$ cat src/rtl/pcu_pkg.sv
// Package: shared command encoding for the program counter update unit.
// Assumes the decoder emits exactly one of these codes per cycle.
package pcu_pkg;
    localparam int CMD_W = 3;

    typedef enum logic [CMD_W-1:0] {
        CMD_HOLD = 3'd0,
        CMD_STEP = 3'd1,
        CMD_JABS = 3'd2,
        CMD_JREG = 3'd3,
        CMD_BRZ  = 3'd4,
        CMD_BRN  = 3'd5,
        CMD_RSV6 = 3'd6,
        CMD_RSV7 = 3'd7
    } pcu_cmd_e;
endpackage

$ cat src/rtl/pcu_branch_eval.sv
// Module: decides whether a conditional branch is taken from the flags.
// Assumes cc0 = 0 flags a zero result and cc1 = 1 flags a negative result.
// Non-branch commands never report a taken branch.
module pcu_branch_eval
    import pcu_pkg::*;
(
    input  pcu_cmd_e cmd,
    input  logic     cc0,
    input  logic     cc1,
    output logic     taken
);
    // Condition select: each branch looks only at its own flag.
    always_comb begin
        case (cmd)
            CMD_BRZ: taken = ~cc0;
            CMD_BRN: taken = cc1;
            default: taken = 1'b0;
        endcase
    end
endmodule

$ cat src/rtl/pcu_next_sel.sv
// Module: next-address datapath. A selector picks +1 or the operand as the
// adder's second input; absolute jumps bypass the adder. Also flags whether
// the command writes the count at all. Sums wrap modulo 2^PC_W.
module pcu_next_sel
    import pcu_pkg::*;
#(
    parameter int PC_W = 16
) (
    input  logic [PC_W-1:0] pc,
    input  pcu_cmd_e        cmd,
    input  logic [PC_W-1:0] operand,
    input  logic            taken,
    output logic [PC_W-1:0] next_pc,
    output logic            update
);
    localparam logic [PC_W-1:0] ONE = {{(PC_W-1){1'b0}}, 1'b1};

    logic [PC_W-1:0] addend;
    logic [PC_W-1:0] sum;
    logic            absolute;

    // Addend selector: branch offset only for a taken branch.
    always_comb addend = taken ? operand : ONE;

    // Shared adder.
    always_comb sum = pc + addend;

    // Command classification: absolute load and write enable.
    always_comb begin
        absolute = 1'b0;
        update   = 1'b0;
        case (cmd)
            CMD_STEP, CMD_BRZ, CMD_BRN: update = 1'b1;
            CMD_JABS, CMD_JREG: begin
                update   = 1'b1;
                absolute = 1'b1;
            end
            default: update = 1'b0;
        endcase
    end

    // Final mux: operand for jumps, adder result otherwise.
    always_comb next_pc = absolute ? operand : sum;
endmodule

$ cat src/rtl/pcu_pc_reg.sv
// Module: program counter register and fetch strobe. Reset is synchronous,
// active low: count 0 and strobe high so address 0 is fetched. Halt blocks
// both writes and strobes.
module pcu_pc_reg #(
    parameter int PC_W = 16
) (
    input  logic            clk,
    input  logic            rst_n,
    input  logic            halt,
    input  logic            update,
    input  logic [PC_W-1:0] next_pc,
    output logic [PC_W-1:0] pc_q,
    output logic            req_q
);
    logic write_en;

    // Write enable: a command asks for an update and the unit is not halted.
    always_comb write_en = update & ~halt;

    // State update: count and one-cycle fetch strobe.
    always_ff @(posedge clk) begin
        if (!rst_n) begin
            pc_q  <= '0;
            req_q <= 1'b1;
        end else begin
            req_q <= write_en;
            if (write_en) pc_q <= next_pc;
        end
    end

    AST_HALT_FREEZE: assert property (@(posedge clk) disable iff (!rst_n)
        halt |=> $stable(pc_q));
    AST_HALT_NO_REQ: assert property (@(posedge clk) disable iff (!rst_n)
        halt |=> !req_q);
    AST_REQ_ON_CHANGE: assert property (@(posedge clk) disable iff (!rst_n)
        !$stable(pc_q) |-> req_q);
endmodule

$ cat src/rtl/pc_update_unit.sv
// Module: top of the program counter update unit. Combines branch
// evaluation, the next-address datapath and the count register. Inputs are
// sampled at the rising edge; outputs are registered.
module pc_update_unit
    import pcu_pkg::*;
#(
    parameter int PC_W = 16
) (
    input  logic            clk,
    input  logic            rst_n,
    input  logic            halt,
    input  logic [2:0]      cmd,
    input  logic [PC_W-1:0] operand,
    input  logic            cc0,
    input  logic            cc1,
    output logic [PC_W-1:0] fetch_addr,
    output logic            fetch_req
);
    pcu_cmd_e        cmd_e;
    logic            taken;
    logic            update;
    logic [PC_W-1:0] next_pc;
    logic [PC_W-1:0] pc_q;
    logic            req_q;

    // Command decode: the full code space is enumerated.
    always_comb cmd_e = pcu_cmd_e'(cmd);

    pcu_branch_eval u_branch (
        .cmd   (cmd_e),
        .cc0   (cc0),
        .cc1   (cc1),
        .taken (taken)
    );

    pcu_next_sel #(.PC_W(PC_W)) u_next (
        .pc      (pc_q),
        .cmd     (cmd_e),
        .operand (operand),
        .taken   (taken),
        .next_pc (next_pc),
        .update  (update)
    );

    pcu_pc_reg #(.PC_W(PC_W)) u_reg (
        .clk     (clk),
        .rst_n   (rst_n),
        .halt    (halt),
        .update  (update),
        .next_pc (next_pc),
        .pc_q    (pc_q),
        .req_q   (req_q)
    );

    // Output drive: fetch address is the live count.
    always_comb begin
        fetch_addr = pc_q;
        fetch_req  = req_q;
    end

    AST_JUMP_LOAD: assert property (@(posedge clk) disable iff (!rst_n)
        (cmd == 3'd2 && !halt) |=> fetch_addr == $past(operand));
    AST_BRZ_FALLTHRU: assert property (@(posedge clk) disable iff (!rst_n)
        (cmd == 3'd4 && cc0 && !halt) |=> fetch_addr == $past(fetch_addr) + 1'b1);
    AST_HOLD_IDLE: assert property (@(posedge clk) disable iff (!rst_n)
        (cmd == 3'd0 && !halt) |=> ($stable(fetch_addr) && !fetch_req));
endmodule

$ cat config.mk
export PLATFORM = sky130hd
export DESIGN_NAME = pc_update_unit
export DESIGN_NICKNAME = d
export VERILOG_FILES = /design/src/rtl/pcu_pkg.sv /design/src/rtl/pcu_branch_eval.sv /design/src/rtl/pcu_next_sel.sv /design/src/rtl/pcu_pc_reg.sv /design/src/rtl/pc_update_unit.sv
export SDC_FILE = /design/constraint.sdc
export NUM_CORES = 1
export LEC_CHECK = 0
export CAP_MARGIN = 10
export CORE_MARGIN = 10
export CORE_UTILIZATION = 54
export DETAILED_ROUTE_END_ITERATION = 16
export PLACE_DENSITY = 0.86
export SLEW_MARGIN = 0
export SYNTH_ARGS = -nofsm -noshare
export SYNTH_HDL_FRONTEND = slang
export SYNTH_HIERARCHICAL = 1
export SYNTH_SLANG_ARGS = --single-unit
$ cat constraint.sdc
create_clock -name clk -period 9.4 [get_ports clk]
set_clock_uncertainty 0.05 [all_clocks]
set_input_delay 1.88 -clock clk [delete_from_list [all_inputs] [get_ports clk]]
set_output_delay 1.88 -clock clk [all_outputs]
set_load 0.01 [all_outputs]
# Word level (Yosys, flattened, before mapping)
# Cells that the tools add are included.
# totals
register_bits	17
out_inout_bits	17
# classes
n_bitwise	3
n_reduce_logical	2
add_sub_neg	1
mux	5
n_eq_ne	5
# op_table
op	n
16-bit two-way mux	2
16-bit adder	1
3-bit by 2-bit == test with 1-bit output (second input constant)	2
3-bit == test (second input constant)	2
5-bit OR reduction	1
3-bit by 1-bit == test with 1-bit output (second input constant)	1
1-bit two-way mux	2
1-bit NOT	2
1-bit case mux with 2 select lines	1
2-bit OR reduction	1
1-bit bitwise AND	1

# Longest topological paths before layout
# Gate-level depths: netlist (run 1).
# depth
word_depth	5
depth_mapped	14

# Modules after synthesis
# Netlist (run 1), hierarchy kept.
# by_module_without_submodules
module	seq_area_each_um2	cells_per_inst	area_each_um2	instances
pcu_next_sel	0.0	144	985.9	1
pcu_pc_reg	340.3	73	691.9	1
pcu_branch_eval	0.0	4	25.0	1

# Least setup slack after synthesis (run 1)
# OpenSTA, ideal clock, no wires.
# synth_path
path_type	input-to-reg
start	input cmd[0]
end	register u_reg.pc_q[15]
stages	14
t_arrival_ns	4.345
setup_slack_ns	4.886
n_path_buf	1
t_required_ns	9.231
path_cell_list	or2_1 a21oi_2 clkbuf_1 and2_1 ha_1 a21o_1 a21oi_2 o21ai_1 a211o_1 or3_4 a32oi_1 nand3_1 nand2_1 mux2i_1
# synth_via
elab_chain_len	5
# synth_lines
element	line	source
start: declaration	pc_update_unit.sv:12	input logic [2:0] cmd,
3-bit == test	pcu_branch_eval.sv:14	case (cmd)
1-bit case mux with 2 select lines (*)	pcu_branch_eval.sv:14	
named net taken	pc_update_unit.sv:20	logic taken;
16-bit two-way mux (*)	pcu_next_sel.sv:23	always_comb addend = taken ? operand : ONE;
16-bit adder (*)	pcu_next_sel.sv:26	always_comb sum = pc + addend;
16-bit two-way mux (*)	pcu_next_sel.sv:43	always_comb next_pc = absolute ? operand : sum;
named net next_pc[15]	pc_update_unit.sv:22	logic [PC_W-1:0] next_pc;
end signal: assignment	pcu_pc_reg.sv:27	if (write_en) pc_q <= next_pc;
end: declaration	pcu_pc_reg.sv:12	output logic [PC_W-1:0] pc_q,
# The timed path passes the listed nets; every way through them passes the cells marked *.
# A chain may end at the register's enable or synchronous reset.

# Worst setup path after layout (run 1)
# layout_path
start	input cmd[0]
end	register u_reg.pc_q[14]
# Same word-level chain as after synthesis.

==> key figures, run 1 <==
Timing
  • Final hold vios: 0
  • RSZ-0062 raised after global routing: false
  • Least-Margin Pin Slew: 1.09 ns
  • Setup Viol. Count Final: 0
  • Period Utilization, post-route: 0.548
  • Worst slew margin: 0.268
  • Pins Over Slew Limit: 0
  • Max Clk Rate: 194 MHz
  • Clock period minus worst slack: 5.15 ns
  • Setup TNS: 0 ns
  • Final hold slack: 0.432 ns

Floorplan
  • Die Footprint: 5800 um^2
  • Die Span Y: 76.2 um
  • Die width: 76.2 um
  • Initial core utilization: 0.562
  • Ports: 41
  • Rows: 20
  • CORE AREA: 3030 um^2

Synth
  • Syn nets: 261
  • EDFF count, synth: 0
  • Synth Instances: 221
  • Flops & latches, synth: 17
  • Mapped cell area: 1700 um^2
  • Syn. warnings: 6
  • Post-synthesis cell type count: 44
  • Sequential area share after synthesis: 0.200
  • Main flop type after synthesis: dfxtp_1
  • Syn_area_per_cell: 7.71 um^2
  • Synth async-reset ratio: 0

Setup path
  • Req. time, crit path: 9.58 ns
  • Critical path endpoint category: flop
  • Startpoint Class: primary input
  • WP data arrival: 5.33 ns
  • Setup CP Type: primary input to flop
  • Critical Path Fanout Max: 17

Place
  • Cell Area, Placed: 2090 um^2
  • Placer Congestion: 0.824
  • IO Port Bufs: 40
  • Post-DP HPWL: 3.01 mm

Power and ir drop
  • PwrDens: 87.0 nW/um^2
  • Leakage dissipation: 0.918 nW
  • Worst VDD drop: 0.0511 mV
  • Power, Total: 0.184 mW

Clocking
  • CTS clk-pin slew, worst paths: 0.11 ns
  • Setup bufs post-CTS: 0
  • CTS Hold Bufs: 0
  • Clock Sinks: 17
  • Root buffer cell: clkbuf_4
  • Post-CTS Resized: 0
  • Clk buf depth: 2
  • CTS tree: yes
  • Clock Latency Late Sink: 0.29 ns
  • CTS Buf Count: 3
  • Htree depth: 1

GRT
  • All-Layer GR Usage: 0.132
  • Remaining Overflow, GRT: 0
  • Largest net degree at the start of global routing: 34
  • Vias in the first global route: 1,526
  • First-pass GRT wire length: 6.78 mm
  • Initial antenna violation count: 0

Run status
  • Status: finished, final reports clean

Cells and area
  • Layout cells sized above 1: 0.0431
  • Most frequent cells in the layout: 50 x nand2_1, 40 x clkdlybuf4s50_1, 17 x dfxtp_1
  • Commonest non-fill, non-tap cell in the layout: nand2_1
  • Antenna cells: 0
  • Final net count: 296
  • Post-route cell area: 2120 um^2
  • Layout overhead on the synthesized area: 24.4%

Detailed routing
  • DRT iter0 DRCs: 115
  • DRC Markers: 0
  • DR WL met2: 1.77 mm
  • Vias: 1,589
  • Pre-Repair DR Iteration Count: 4
  • Routed vias/inst: 5.31
  • Post-route met1 wirelength: 1.98 mm
  • Total Wirelength: 3.95 mm
  • Final antenna-violating net count: 0
  • Routed WL per cell: 13.2 um
  • Uppermost routed layer: met4
  • Met3 wire length: 164 um

Run
  • Maxcap violations: 0

Worst hold path
  • Hold Crit Class: flop to flop
per-layer routing:
layer / GRT usage / vias up
li1: - / 833
met4: 0.0335 / 0
met3: 0.0271 / 2
met1: 0.169 / 717
met2: 0.218 / 37
met5: 0 / -
registers in the layout (all words and copies together) (netlist names):
signal       cells
u_reg/req_q      1
u_reg/pc_q      16
cell usage after synthesis, drive strengths merged (2+ instances only):
master	n	area, um^2
mux2i	16	160
nand4	2	12.5
a21oi	18	97.6
and2	14	87.6
clkbuf	4	16.3
nor3	2	10.0
nand2b	4	25.0
nor2b	3	26.3
ha	15	188
o21ai	8	40.0
dfxtp	17	340
o22ai	2	12.5
inv	5	18.8
o21a	2	15.0
nand3	4	20.0
xnor2	9	78.8
o21bai	2	26.3
a21o	8	60.1
xor2	3	26.3
a211oi	2	20.0
buf	6	50.0
nand2	50	188
a211o	2	17.5
nor2	12	45.0
critical path: stages:
cell and delay (ns):
clkdlybuf4s50_1 0.43, or2_1 0.25, a21oi_2 0.50, nand2b_1 0.12, ha_1 0.25, fa_1 0.42
a21oi_1 0.22, a2bb2oi_1 0.28, nor4_1 0.10, nor4b_1 0.26, a21oi_1 0.11, xnor2_1 0.14
a21oi_1 0.14, nand2_1 0.06, mux2i_1 0.16
layout make-up:
class | instances | area (um^2)
Tap cell | 44 | 55.1
Timing Repair Buffer | 40 | 400
Inverter | 5 | 18.8
Fill cell | 257 | 910
Multi-Input combinational cell | 189 | 1280
Clock buffer | 4 | 26.3
Sequential cell | 17 | 340
logic make-up after synthesis:
kind of cell             count (synthesis)  share of synthesized area
AO/OA/AOI/OAI                           49                      0.204
buffers and inverters                   15                     0.0500
adder cells (fa/ha/maj)                 16                      0.122
AND/OR/NAND/NOR                         95                      0.262
multiplexers                            17                      0.101
flip-flops                              17                      0.200
XOR/XNOR                                12                     0.0617
worst paths after layout:
path,depth (start not counted),end,slack [ns],start
worst max register to register,11,u_reg/pc_q[14]$_SDFFE_PN0P_,6.79,u_reg/pc_q[0]$_SDFFE_PN0P_
worst min-delay path,2,u_reg/pc_q[9]$_SDFFE_PN0P_,0.43,u_reg/pc_q[9]$_SDFFE_PN0P_
worst min register to register,2,u_reg/pc_q[9]$_SDFFE_PN0P_,0.43,u_reg/pc_q[9]$_SDFFE_PN0P_
worst max-delay path,15,u_reg/pc_q[14]$_SDFFE_PN0P_,4.25,cmd[0]
metrics by stage:
step | util | instances | setup WS [ns]
global route | 0.700 | 299 | 3.97
global placement | 0.691 | 295 | 4.03
floorplan | - | 221 | 4.89
CTS | 0.700 | 299 | 4.27
finish | 0.700 | 299 | 4.25
detailed placement | 0.691 | 295 | 3.97
report_power, final:
part | switching [mW] | internal (mW)
clock network | 0.0253 | 0.0165
registers | 0.00351 | 0.0763
logic | 0.0301 | 0.0327
total | 0.0589 | 0.125
Power figures use the tool's default switching activity.
==> run 2: changes to the inputs <==
- CORE_UTILIZATION: 54 -> 45
- PLACE_DENSITY: 0.86 -> 0.76
- clock period: 9.4 -> 4.4 ns (I/O delays scaled with it)
==> run 2 against run 1 <==
Global-route usage grew 0.54 points. Setup slack lost 3.7 ns. Sequential power increased by 110%. Count of clock-buffer cells in the layout shrank 1. Critical path type unchanged. Final cell count is 2.0% higher. Final area up 1.9%. Sequential cell count unchanged. Via count increased by 1.7%. Sequential share of layout area shrank 0.30 points.
==> key figures, run 2 (same netlist as run 1, synthesis figures left out) <==
Run status
  • Status: finished, final reports clean (unchanged)

Clocking
  • Htree depth: 1 (unchanged)
  • CTS Hold Bufs: 0 (unchanged)
  • Post-CTS Resized: 0 (unchanged)
  • Clock Latency Late Sink: 0.26 ns (was 0.29 ns)
  • Clk buf depth: 2 (unchanged)
  • CTS Buf Count: 3 (unchanged)
  • Root buffer cell: clkbuf_8 (was clkbuf_4)
  • CTS tree: yes (unchanged)
  • Clock Sinks: 17 (unchanged)
  • CTS clk-pin slew, worst paths: 0.07 ns (was 0.11 ns)
  • Setup bufs post-CTS: 0 (unchanged)

Setup path
  • Startpoint Class: primary input (unchanged)
  • R2R cell count: 11 (unchanged)
  • Critical Path Fanout Max: 3 (was 17)
  • R2R setup slack: 1.78 ns (was 6.79 ns)
  • Worst r2r src: u_reg/pc_q[0]$_SDFFE_PN0P_ (unchanged)
  • CP max stage delay: 0.43 ns (was 0.50 ns)
  • Critical path endpoint category: flop (unchanged)
  • Crit-path cells: clkdlybuf4s50_1 -> or2_1 -> a21oi_2 -> nand2b_1 -> ha_1 -> fa_1 -> a21oi_1 -> a2bb2oi_1 -> nor4_1 -> nor4b_1 -> a21oi_1 -> xnor2_1 -> a21oi_1 -> nand2_1 -> mux2i_1 (unchanged)
  • CP most frequent cell: a21oi_1 (unchanged)
  • WP data arrival: 3.96 ns (was 5.33 ns)
  • R2r endpoint: u_reg/pc_q[14]$_SDFFE_PN0P_ (unchanged)
  • Slowest CP cell: clkdlybuf4s50_1 (was a21oi_2)
  • Req. time, crit path: 4.55 ns (was 9.58 ns)
  • Setup CP Type: primary input to flop (unchanged)

GRT
  • First-pass GRT wire length: 7.40 mm (was 6.78 mm)
  • All-Layer GR Usage: 0.137 (was 0.132)
  • Remaining Overflow, GRT: 0 (unchanged)
  • Vias in the first global route: 1,653 (was 1,526)
  • Initial antenna violation count: 0 (unchanged)
  • Largest net degree at the start of global routing: 34 (unchanged)

Detailed routing
  • Pre-Repair DR Iteration Count: 6 (was 4)
  • Routed vias/inst: 5.30 (was 5.31)
  • Final antenna-violating net count: 0 (unchanged)
  • DRC Markers: 0 (unchanged)
  • DRT iter0 DRCs: 110 (was 115)
  • Vias: 1,616 (was 1,589)
  • Total Wirelength: 4.32 mm (was 3.95 mm)
  • Routed WL per cell: 14.2 um (was 13.2 um)

Floorplan
  • Ports: 41 (unchanged)
  • Initial core utilization: 0.465 (was 0.562)
  • Die width: 81.5 um (was 76.2 um)
  • CORE AREA: 3660 um^2 (was 3030 um^2)
  • Die Footprint: 6640 um^2 (was 5800 um^2)
  • Rows: 22 (was 20)
  • Die Span Y: 81.5 um (was 76.2 um)

Timing
  • Final hold vios: 0 (unchanged)
  • Least-Margin Pin Slew: 1.09 ns (about the same)
  • Period Utilization, post-route: 0.867
  • Pins Over Slew Limit: 0 (unchanged)
  • Final hold slack: 0.433 ns (was 0.432 ns)
  • Worst slew margin: 0.269 (was 0.268)
  • Max Clk Rate: 262 MHz
  • RSZ-0062 raised after global routing: false (unchanged)
  • Worst setup margin: 0.587 ns (was 4.25 ns)
  • Setup TNS: 0 ns (unchanged)
  • Setup Viol. Count Final: 0 (unchanged)
  • Clock period minus worst slack: 3.81 ns

Place
  • IO Port Bufs: 40 (unchanged)
  • Dpl cells: 301 (was 295)
  • Pre-CTS setup slack: 0.314 ns (was 3.97 ns)
  • Placer Congestion: 0.900 (was 0.824)
  • Post-DP HPWL: 3.32 mm (was 3.01 mm)

Power and ir drop
  • Leakage dissipation: 0.939 nW (was 0.918 nW)
  • PwrDens: 199 nW/um^2 (was 87.0 nW/um^2)
  • Worst VDD drop: 0.149 mV (was 0.0511 mV)

Cells and area
  • Most frequent cells in the layout: 50 x nand2_1, 40 x clkdlybuf4s50_1, 17 x dfxtp_1 (unchanged)
  • Final net count: 298 (was 296)
  • Post-Layout Cell Count: 305 (was 299)
  • Top reg by flops: u_reg/pc_q (unchanged)
  • Fill cells: 325 (was 257)
  • Layout overhead on the synthesized area: 26.7% (was 24.4%)
  • Commonest non-fill, non-tap cell in the layout: nand2_1 (unchanged)
  • Area of the multi-input gates: 1280 um^2 (unchanged)
  • Largest regs: u_reg/pc_q x16, u_reg/req_q x1 (unchanged)
  • Antenna cells: 0 (unchanged)
  • Layout cells sized above 1: 0.0545 (was 0.0431)
  • Max reg flops: 16 (unchanged)
  • Register area: 340 um^2 (unchanged)

Worst hold path
  • Hold Path Cell Cnt: 2 (unchanged)
  • Min-delay src: u_reg/pc_q[0]$_SDFFE_PN0P_ (was u_reg/pc_q[9]$_SDFFE_PN0P_)
  • Hold Crit Class: flop to flop (unchanged)
  • Worst hold path endpoint: u_reg/pc_q[0]$_SDFFE_PN0P_ (was u_reg/pc_q[9]$_SDFFE_PN0P_)

Run
  • Maxcap violations: 0 (unchanged)
==> run 2: cell count changes in the layout (fill, tap and decap cells not counted) <==
cell / change
clkinv_2: +1
buf_4: +2
clkbuf_1: -1
clkbuf_8: +3
clkbuf_4: -3
==> run 2: final cells by class <==
| type | count | area share |
|---|---|---|
| Clock buffer | 3 | 0.0191 |
| Clock inverter | 1 | 0.00232 |
| Inverter | 5 | 0.00870 |
| Multi-Input combinational cell | 189 | 0.592 |
| Sequential cell | 17 | 0.158 |
| Tap cell | 48 | 0.0278 |
| Timing Repair Buffer | 42 | 0.192 |
==> run 2: how the worst max path moves through the flow <==
stage | start | cells after the start | end
4_1_cts | cmd[0] | 15 | u_reg/pc_q[14]$_SDFFE_PN0P_
3_5_place_dp | cmd[0] | 15 | u_reg/pc_q[14]$_SDFFE_PN0P_
5_1_grt | cmd[0] | 15 | u_reg/pc_q[14]$_SDFFE_PN0P_
6_report | cmd[0] | 15 | u_reg/pc_q[14]$_SDFFE_PN0P_
2_1_floorplan | cmd[0] | 14 | u_reg/pc_q[15]$_SDFFE_PN0P_
3_3_place_gp | cmd[0] | 15 | u_reg/pc_q[14]$_SDFFE_PN0P_
==> run 2: where the power goes <==
part | switching [mW] | internal, mW
clock network | 0.0611 | 0.0631
logic | 0.0645 | 0.0710
registers | 0.00782 | 0.163
==> run 2: worst max-delay path: cells and delay by family <==
kind | cells | cell delay [ns]
buffers and inverters | 1 | 0.43
adder cells (fa/ha/maj) | 2 | 0.66
multiplexers | 1 | 0.15
AO/OA/AOI/OAI | 5 | 0.94
AND/OR/NAND/NOR | 5 | 0.78
XOR/XNOR | 1 | 0.13
==> run 2: metal layers <==
layer / vias up / global-route usage / part of all wire
li1: 837 / - / -
met3: 8 / 0.0338 / 0.052
met4: 0 / 0.0640 / 0.019
met1: 723 / 0.151 / 0.43
met5: - / 0 / 0
met2: 48 / 0.242 / 0.50
==> run 2: metrics by stage <==
| stage | area (um^2) | util | power (mW) |
|---|---|---|---|
| final | 2160 | 0.590 | 0.431 |
| after global routing | 2160 | 0.590 | 0.461 |
| after CTS | 2160 | 0.590 | 0.438 |
| after detailed placement | 2110 | 0.577 | 0.310 |
| after global placement | 2110 | 0.577 | 0.308 |
| after floorplan | 1700 | - | 0.257 |
